<file path="src/rtl/hbp_pkg.sv">
`timescale 1ns/1ps
package hbp_pkg;
  typedef enum logic [1:0] {
    REG_CTRL     = 2'b00,
    REG_ADDR     = 2'b01,
    REG_DATA_INC = 2'b10,
    REG_DATA_FIX = 2'b11
  } hreg_e;

  localparam int FLAG_N       = 2;
  localparam int FLAG_TO_CPU  = 0;
  localparam int FLAG_TO_HOST = 1;
endpackage

</file>
<file path="src/rtl/hbp_flags.sv">
`timescale 1ns/1ps
module hbp_flags
  import hbp_pkg::*;
(
  input  logic              clk,
  input  logic              rst_n,
  input  logic              host_wr,
  input  logic [FLAG_N-1:0] host_bits,
  input  logic              cpu_wr,
  input  logic [FLAG_N-1:0] cpu_bits,
  output logic [FLAG_N-1:0] flags
);
  // Which side raises each flag; the opposite side lowers it.
  localparam logic [FLAG_N-1:0] HOST_RAISES = FLAG_N'(1) << FLAG_TO_CPU;

  for (genvar i = 0; i < FLAG_N; i++) begin : g_flag
    logic set_i, clr_i;
    always_comb begin
      if (HOST_RAISES[i]) begin
        set_i = host_wr & host_bits[i];
        clr_i = cpu_wr  & cpu_bits[i];
      end else begin
        set_i = cpu_wr  & cpu_bits[i];
        clr_i = host_wr & host_bits[i];
      end
    end
    always_ff @(posedge clk or negedge rst_n) begin
      if (!rst_n)     flags[i] <= 1'b0;
      else if (set_i) flags[i] <= 1'b1;   // raise beats lower
      else if (clr_i) flags[i] <= 1'b0;
    end
  end
endmodule

</file>
<file path="src/rtl/hbp_ram_arb.sv">
`timescale 1ns/1ps
module hbp_ram_arb #(
  parameter int AW = 10,
  parameter int WW = 16
) (
  input  logic          host_req,
  input  logic          host_we,
  input  logic [AW-1:0] host_addr,
  input  logic [WW-1:0] host_wdata,
  input  logic          cpu_req,
  input  logic          cpu_we,
  input  logic [AW-1:0] cpu_addr,
  input  logic [WW-1:0] cpu_wdata,
  output logic          cpu_stall,
  output logic          ram_en,
  output logic          ram_we,
  output logic [AW-1:0] ram_addr,
  output logic [WW-1:0] ram_wdata
);
  always_comb begin
    cpu_stall = host_req & cpu_req;
    ram_en    = host_req | cpu_req;
    if (host_req) begin
      ram_we    = host_we;
      ram_addr  = host_addr;
      ram_wdata = host_wdata;
    end else begin
      ram_we    = cpu_req & cpu_we;
      ram_addr  = cpu_addr;
      ram_wdata = cpu_wdata;
    end
  end
endmodule

</file>
<file path="src/rtl/host_byte_port.sv">
`timescale 1ns/1ps
module host_byte_port
  import hbp_pkg::*;
#(
  parameter int AW = 10,
  parameter int BW = 8
) (
  input  logic          clk,
  input  logic          rst_n,
  input  logic          h_valid,
  output logic          h_ready,
  input  logic          h_write,
  input  logic [1:0]    h_reg,
  input  logic          h_half,
  input  logic [BW-1:0] h_wdata,
  output logic          h_rvalid,
  output logic [BW-1:0] h_rdata,
  output logic          h_doe,
  input  logic          cpu_req,
  input  logic          cpu_we,
  input  logic [AW-1:0] cpu_addr,
  input  logic [2*BW-1:0] cpu_wdata,
  output logic          cpu_stall,
  input  logic          cpu_flag_wr,
  input  logic [1:0]    cpu_flag_wdata,
  output logic          irq_to_cpu,
  output logic          irq_to_host,
  output logic          ram_en,
  output logic          ram_we,
  output logic [AW-1:0] ram_addr,
  output logic [2*BW-1:0] ram_wdata,
  input  logic [2*BW-1:0] ram_rdata
);
  localparam int WW = 2 * BW;
  localparam int HW = AW - BW;                 // address bits held in the high byte
  localparam logic [AW-1:0] STEP = AW'(1);

  hreg_e          reg_sel;
  logic           take, is_data, bump;
  logic           data_rd_hi, data_wr_lo, ctrl_wr;
  logic [AW-1:0]  addr_q;
  logic [BW-1:0]  hi_buf_q;
  logic [WW-1:0]  word_q;
  logic           fetch_q;
  logic           rvalid_q;
  logic [BW-1:0]  rdata_q;
  logic [FLAG_N-1:0] flags;

  assign reg_sel    = hreg_e'(h_reg);
  assign h_ready    = rst_n & ~fetch_q;
  assign take       = h_valid & h_ready;
  assign is_data    = (reg_sel == REG_DATA_INC) || (reg_sel == REG_DATA_FIX);
  assign data_rd_hi = take & is_data & ~h_write & ~h_half;
  assign data_wr_lo = take & is_data &  h_write &  h_half;
  assign bump       = take & h_half & (reg_sel == REG_DATA_INC);
  assign ctrl_wr    = take & h_write & h_half & (reg_sel == REG_CTRL);

  hbp_ram_arb #(.AW(AW), .WW(WW)) u_arb (
    .host_req  (data_rd_hi | data_wr_lo),
    .host_we   (data_wr_lo),
    .host_addr (addr_q),
    .host_wdata({hi_buf_q, h_wdata}),
    .cpu_req   (cpu_req),
    .cpu_we    (cpu_we),
    .cpu_addr  (cpu_addr),
    .cpu_wdata (cpu_wdata),
    .cpu_stall (cpu_stall),
    .ram_en    (ram_en),
    .ram_we    (ram_we),
    .ram_addr  (ram_addr),
    .ram_wdata (ram_wdata)
  );

  hbp_flags u_flags (
    .clk      (clk),
    .rst_n    (rst_n),
    .host_wr  (ctrl_wr),
    .host_bits(h_wdata[FLAG_N-1:0]),
    .cpu_wr   (cpu_flag_wr),
    .cpu_bits (cpu_flag_wdata),
    .flags    (flags)
  );

  assign irq_to_cpu  = flags[FLAG_TO_CPU];
  assign irq_to_host = flags[FLAG_TO_HOST];

  // Host register file and read response
  always_ff @(posedge clk or negedge rst_n) begin
    if (!rst_n) begin
      addr_q   <= '0;
      hi_buf_q <= '0;
      word_q   <= '0;
      fetch_q  <= 1'b0;
      rvalid_q <= 1'b0;
      rdata_q  <= '0;
    end else begin
      rvalid_q <= 1'b0;
      fetch_q  <= data_rd_hi;
      if (fetch_q) begin
        word_q   <= ram_rdata;
        rdata_q  <= ram_rdata[WW-1:BW];
        rvalid_q <= 1'b1;
      end
      if (take) begin
        unique case (reg_sel)
          REG_CTRL: begin
            if (!h_write) begin
              rdata_q  <= h_half ? BW'(flags) : '0;
              rvalid_q <= 1'b1;
            end
          end
          REG_ADDR: begin
            if (h_write) begin
              if (h_half) addr_q[BW-1:0]  <= h_wdata;
              else        addr_q[AW-1:BW] <= h_wdata[HW-1:0];
            end else begin
              rdata_q  <= h_half ? addr_q[BW-1:0] : BW'(addr_q >> BW);
              rvalid_q <= 1'b1;
            end
          end
          default: begin
            if (h_write && !h_half) hi_buf_q <= h_wdata;
            if (!h_write && h_half) begin
              rdata_q  <= word_q[BW-1:0];
              rvalid_q <= 1'b1;
            end
            if (bump) addr_q <= addr_q + STEP;
          end
        endcase
      end
    end
  end

  assign h_rvalid = rvalid_q;
  assign h_rdata  = rdata_q;
  assign h_doe    = rvalid_q;
endmodule

</file>
<file path="config.mk">
export PLATFORM = sky130hd
export DESIGN_NAME = host_byte_port
export DESIGN_NICKNAME = d
export VERILOG_FILES = /design/src/rtl/hbp_pkg.sv /design/src/rtl/hbp_flags.sv /design/src/rtl/hbp_ram_arb.sv /design/src/rtl/host_byte_port.sv
export SDC_FILE = /design/constraint.sdc
export NUM_CORES = 1
export LEC_CHECK = 0
export BUFFER_PORTS_ARGS = -buffer_cell sky130_fd_sc_hd__buf_2
export CAP_MARGIN = 10
export CORE_MARGIN = 2
export CORE_UTILIZATION = 40
export CTS_CLUSTER_SIZE = 10
export DETAILED_ROUTE_END_ITERATION = 10
export PLACE_DENSITY = 0.72
export SETUP_SLACK_MARGIN = 0.5
export SYNTH_ARGS = -nofsm -noshare
export SYNTH_HDL_FRONTEND = slang
export SYNTH_SLANG_ARGS = --single-unit
export TNS_END_PERCENT = 10
</file>
<file path="constraint.sdc">
create_clock -name clk -period 1.45 [get_ports clk]
set_clock_uncertainty 0.05 [all_clocks]
set_input_delay 0 -clock clk [delete_from_list [all_inputs] [get_ports clk]]
set_output_delay 0 -clock clk [all_outputs]
set_load 0.02 [all_outputs]
</file>
After elaboration in Yosys (flattened, before gate mapping)
Index checks and enable logic that the tools add are counted.
{ "word_totals": {"regBits": 38, "in_bits": 62, "output_inout_bits": 42, "wordCells": 79} }
{ "classes": {"addsub": 1, "eq_ne": 6, "muxes": 25, "bitwise": 25, "n_reduce_logical": 13} }
{ "ops": {"columns": ["operator", "n"], "rows": [
  ["$mux W8", 7],
  ["$mux W10", 3],
  ["$pmux W10 S2", 1],
  ["$and A1 B1 Y1", 18],
  ["$mux W16", 1],
  ["$pmux W8 S2", 1],
  ["$add A10 B1 Y10 const B", 1],
  ["$mux W1", 10],
  ["$reduce_and A5 Y1", 2],
  ["$ne A2 B2 Y1 const B", 3],
  ["$reduce_bool A2 Y1", 3],
  ["$not A1 Y1", 5],
  ["$eq A2 B2 Y1 const B", 2],
  ["$mux W2", 2],
  ["$reduce_and A3 Y1", 1],
  ["$eq A2 B1 Y1 const B", 1],
  ["$logic_and A1 B1 Y1", 2],
  ["$logic_not A1 Y1", 2],
  ["$logic_not A2 Y1", 1],
  ["$or A1 B1 Y1", 2],
  ["$reduce_or A2 Y1", 1],
  ["$logic_or A1 B1 Y1", 1]
]} }

Depth between registers and ports, before layout
{ "depth": {"depth_word": 9, "mapped_depth": 7, "mapped_depth_nobuf": 5} }

Hierarchy
A second synthesis with hierarchy kept.
{ "hier_totals": {"hier_cells": 213, "area_unflattened_um2": 2453.6} }
{ "by_module_without_submodules": {"columns": ["mod", "n_inst", "cells_per_inst", "area_each_um2", "seq_area_each_um2"], "rows": [
  ["host_byte_port", 1, 173, 1929.4, 900.9],
  ["hbp_ram_arb", 1, 34, 449.2, 0.0],
  ["hbp_flags", 1, 6, 75.1, 50.0]
]} }

Least setup slack after synthesis
Ideal clock, no wire load.
{ "synth_timing": {"kind": "register to output", "startpoint": "reg fetch_q", "endpoint": "out ram_wdata[13]", "arrival_ps": 1522, "t_required_ps": 1400, "slack_ps": -122, "stages_incl_launch_ff": 5, "n_path_buf": 1, "cell_sequence": "dfrtp_1 -> nand3b_4 -> nor3_4 -> buf_6 -> mux2_1"} }
{ "synth_between": {"elab_chain_cells": 8, "word_cells_on_any_way": 10, "classes_between": "1 x mux; 9 x bitwise"} }
{ "synth_rtl": {"columns": ["item", "line", "source"], "rows": [
  ["start, declared", "host_byte_port.sv:44", "logic fetch_q;"],
  ["start signal, assigned", "host_byte_port.sv:98", "fetch_q <= data_rd_hi;"],
  ["$not A1 Y1 (*)", "host_byte_port.sv:50", "assign h_ready = rst_n & ~fetch_q;"],
  ["$and A1 B1 Y1 (*)", "host_byte_port.sv:50", null],
  ["$and A1 B1 Y1 (*)", "host_byte_port.sv:51", "assign take = h_valid & h_ready;"],
  ["$and A1 B1 Y1 (*)", "host_byte_port.sv:53, host_byte_port.sv:54", null],
  ["$and A1 B1 Y1 (on tied branches) (2 in a row)", "host_byte_port.sv:53, host_byte_port.sv:54", null],
  ["$or A1 B1 Y1 (*)", "host_byte_port.sv:59", ".host_req (data_rd_hi | data_wr_lo),"],
  ["$mux W16 (*)", "hbp_ram_arb.sv:23", "if (host_req) begin"],
  ["end, declared", "host_byte_port.sv:31", "output logic [2*BW-1:0] ram_wdata,"]
]} }
Every way passes the cells marked *; elsewhere a longest branch is shown, timed or not.

Final worst setup path
{ "layout_timing": {"startpoint": "reg fetch_q", "endpoint": "out ram_addr[6]"} }
{ "layout_between": {"elab_chain_cells": 8, "word_cells_on_any_way": 10, "classes_between": "1 x mux; 9 x bitwise"} }
{ "layout_rtl": {"columns": ["item", "line", "source"], "rows": [
  ["$not A1 Y1 (*)", "host_byte_port.sv:50", null],
  ["$and A1 B1 Y1 (*)", "host_byte_port.sv:50", null],
  ["$and A1 B1 Y1 (*)", "host_byte_port.sv:51", null],
  ["$and A1 B1 Y1 (*)", "host_byte_port.sv:53, host_byte_port.sv:54", null],
  ["$and A1 B1 Y1 (on tied branches) (2 in a row)", "host_byte_port.sv:53, host_byte_port.sv:54", null],
  ["$or A1 B1 Y1 (*)", "host_byte_port.sv:59", null],
  ["$mux W10 (*)", "hbp_ram_arb.sv:23", null],
  ["end, declared", "host_byte_port.sv:30", "output logic [AW-1:0] ram_addr,"]
]} }
Marks and branches as above.

==> impl_metrics.yaml <==
pwr:
  pwr-share-clk_pct: 27.2
  combPwrFrac_pct: 35.0
  switching_share_pct: 30.9
  fin_total_pwr_mw: 4.07
  powerDensity_mw_per_mm2: 1070
  irDropWorstVdd_uv: 649
  pwr-share-seq_pct: 37.8
  p_int_mw: 2.81
  p_sw_mw: 1.26
  p_leak_nw: 1.84
cells_and_area:
  final_layout_size_suffix_gt1_share_pct: 55.8
  design_area_mm2: 0.00381
  seq_area_um2: 952
  synthToLayoutAreaGrowth_pct: 64.0
  num-fill-cells: 432
  nNetsFinal: 442
  multi_input_area_mm2: 0.00146
  antenna_cells: 0
sta:
  rsz0062_at_grt: "true"
  setup_ws_ns: -0.395
  maxSlewHeadroom_pct: 68.0
  period_share_pct: 127
  max_freq_mhz: 542
  hold_viol: 38
  setup_viol: 47
  hold_ws_ns: -0.206
  worst_pin_slew_ns: 0.480
  fin_crit_ns: 1.84
  finalMaxSlewViolations: 0
global_routing:
  top_usage_layer: "met2"
  grtUsageMet3_pct: 4.04
  grt_use_met2_pct: 37.8
  grt_overflow: 0
  antenna_found_initial: 0
  grt_usage_pct: 21.9
  grt_use_met1_pct: 28.1
  grt_max_degree: 40
  grt_pass1_wl_um: 11100
  grt_pass1_vias: 2339
clock_tree:
  cts_tree: "built"
  cts_buffers: 5
  clock-sinks: 38
  ctsHoldBuffers: 27
  h-tree-depth: 2
  path_clk_slew_ns: 0.07
  clk_latency_ns: 0.29
  cts_buffer_depth: 2
  clockRootBuffer: "clkbuf_8"
status:
  run_status: "complete, but fails checks"
  violations: "hold timing, setup timing"
yosys:
  synth.area.top_cells: "dfrtp_1 (41%), mux2_2 (19%), a21oi_1 (4.1%)"
  yosysMostFrequentCell: "mux2_2"
  synth_top_area_cell: "dfrtp_1"
  async_reset_ff_share_pct: 100
  syn-cell-area_mm2: 0.00232
  ys_types: 43
  synth_top_area_share_pct: 40.9
  yosysWarnings: 0
  synthTopCellsByCount: "mux2_2 (40), dfrtp_1 (38), a21oi_1 (19)"
  ys.flop_type: "dfrtp_1"
  ys_seq_area_share_pct: 40.9
  synth-edff-count: 0
  synth_seq_cells: 38
  synth_nets: 284
  syn_inst: 221
  syn_area_per_cell_um2: 10.5
placed_design:
  hpwl_um: 4880
  gp_congestion: 0.911
  io_buffers: 103
  post_dp_cell_area_mm2: 0.00318
worst_setup_path:
  critPathArrivalTime_ns: 1.79
  startpoint_type: "flop"
  rr_worst_depth: 7
  critical_path.max_stage_delay_ns: 0.39
  critical_path_class: "flop to output port"
  r2r-start: "fetch_q"
  worst_ep_required_time_ns: 1.40
  r2r-end: "u_flags.flags[1]"
  crit_chain: "nand3b_4, nor3_4, buf_4, buf_16, mux2_4, buf_2"
  cp_max_fo: 13
  slowest_stage: "dfrtp_1"
  r2r_slack_ns: -0.34
  end_kind: "output port"
run:
  maxCapViolCount: 0
min_path:
  hp-class: "primary input to asynchronous set/reset pin"
die:
  dieWidth_um: 80.2
  core_area_mm2: 0.00557
  io_pins: 104
  dieArea_mm2: 0.00644
  rows: 27
  initial_core_util_pct: 41.7
  die_h_um: 80.2
drt:
  wire_per_inst_um: 15.3
  firstDrtPassIters: 4
  dr.first_iter.drc_count: 112
  drcViolationCount: 0
  drtAntennaViolNets: 0
  routed_via_density: 5.22
  routed_wirelength_um: 6910
  vias: 2358
-- critical path, delay by kind of cell (launching register included) --
kind | cells | cell delay (ns)
buffers and inverters | 3 | 0.48
DFF | 1 | 0.39
muxes | 1 | 0.30
and+or+nand+nor | 2 | 0.32
-- logic make-up after synthesis --
group,share of synthesized area [%]
flops,40.9
xor+xnor,0.377
simple gates,15.2
mux,24.2
buf+inv,4.09
compound gates,14.6
fa+ha+maj,0.538
-- through the flow --
step / setup WS, ns / util [%] / instances / setup TNS, ns / hold WS (ns)
4_1_cts: -0.388 / 66.2 / 452 / -12.91 / -0.191
3_3_place_gp: -0.211 / 57.0 / 413 / -2.79 / 0.107
2_1_floorplan: -0.109 / - / 221 / -1.90 / -0.346
6_report: -0.395 / 68.4 / 452 / -13.00 / -0.206
3_5_place_dp: -0.219 / 57.0 / 413 / -4.60 / 0.128
5_1_grt: -0.456 / 68.4 / 452 / -15.67 / -0.165
-- state kept, by name, indices dropped and copies added, names as in the netlist --
signal / cells
addr_q: 10
hi_buf_q: 8
fetch_q: 1
u_flags.flags: 2
h_doe: 1
word_q: 8
h_rdata: 8
-- worst max-delay path by stage --
stage	start	endpoint	slack [ns]
2_1_floorplan	fetch_q	ram_addr[6]	-0.11
3_3_place_gp	fetch_q	u_flags.flags[1]	-0.21
3_5_place_dp	fetch_q	u_flags.flags[1]	-0.22
4_1_cts	fetch_q	ram_wdata[3]	-0.39
5_1_grt	fetch_q	ram_wdata[13]	-0.46
6_report	fetch_q	ram_addr[6]	-0.39
-- per-layer routing --
layer | wire [um] | share of wire [%] | vias up
li1 | - | - | 1142
met1 | 3020 | 44 | 1125
met2 | 3410 | 49 | 83
met3 | 379 | 5.5 | 8
met4 | 99 | 1.4 | 0
met5 | 0 | 0 | -
-- what timing repair did --
| item | in CTS | in global routing |
|---|---|---|
| pin swaps | 6 | 6 |
| endpoints found under the hold margin | 66 | 38 |
| resized for setup | 16 | 34 |
| setup endpoints to repair | 68 | 68 |
| setup buffers | 3 | 0 |
| cloned | 1 | 0 |
-- final cells by class --
class | count | area share (%)
multi-input combinational | 166 | 38.4
clock inverter | 2 | 1.57
sequential | 38 | 25.0
clock buffer | 6 | 2.17
tap | 72 | 2.36
timing repair buffer | 166 | 30.4
inverter | 2 | 0.197
-- power groups by stage --
stage	Combinational, mW	Sequential (mW)	Clock (mW)
final	1.43	1.54	1.11
after global routing	1.56	1.57	1.18
after CTS	1.34	1.52	1.13
after detailed placement	1.24	1.53	0
after global placement	1.21	1.52	0
after floorplan	0.655	1.57	0
-- cells in the final DEF, fill, tap and decap left out, drive strengths merged, types with 2 or more instances in the layout --
| cell type | n |
|---|---|
| a2bb2oi | 2 |
| inv | 2 |
| buf | 139 |
| o32ai | 2 |
| nor3 | 2 |
| and2 | 2 |
| a211oi | 2 |
| a31oi | 3 |
| mux2i | 9 |
| o21ai | 7 |
| a22o | 2 |
| bufinv | 2 |
| clkbuf | 6 |
| mux2 | 42 |
| nand2b | 3 |
| o2bb2ai | 2 |
| nand3 | 6 |
| dfrtp | 38 |
| nand2 | 16 |
| nor2 | 5 |
| or2 | 2 |
| o22ai | 10 |
| and3 | 8 |
| dlygate4sd3 | 27 |
| a21oi | 20 |
| nor2b | 6 |
| nand3b | 3 |
Note: power is estimated with default switching activity, not from simulation.
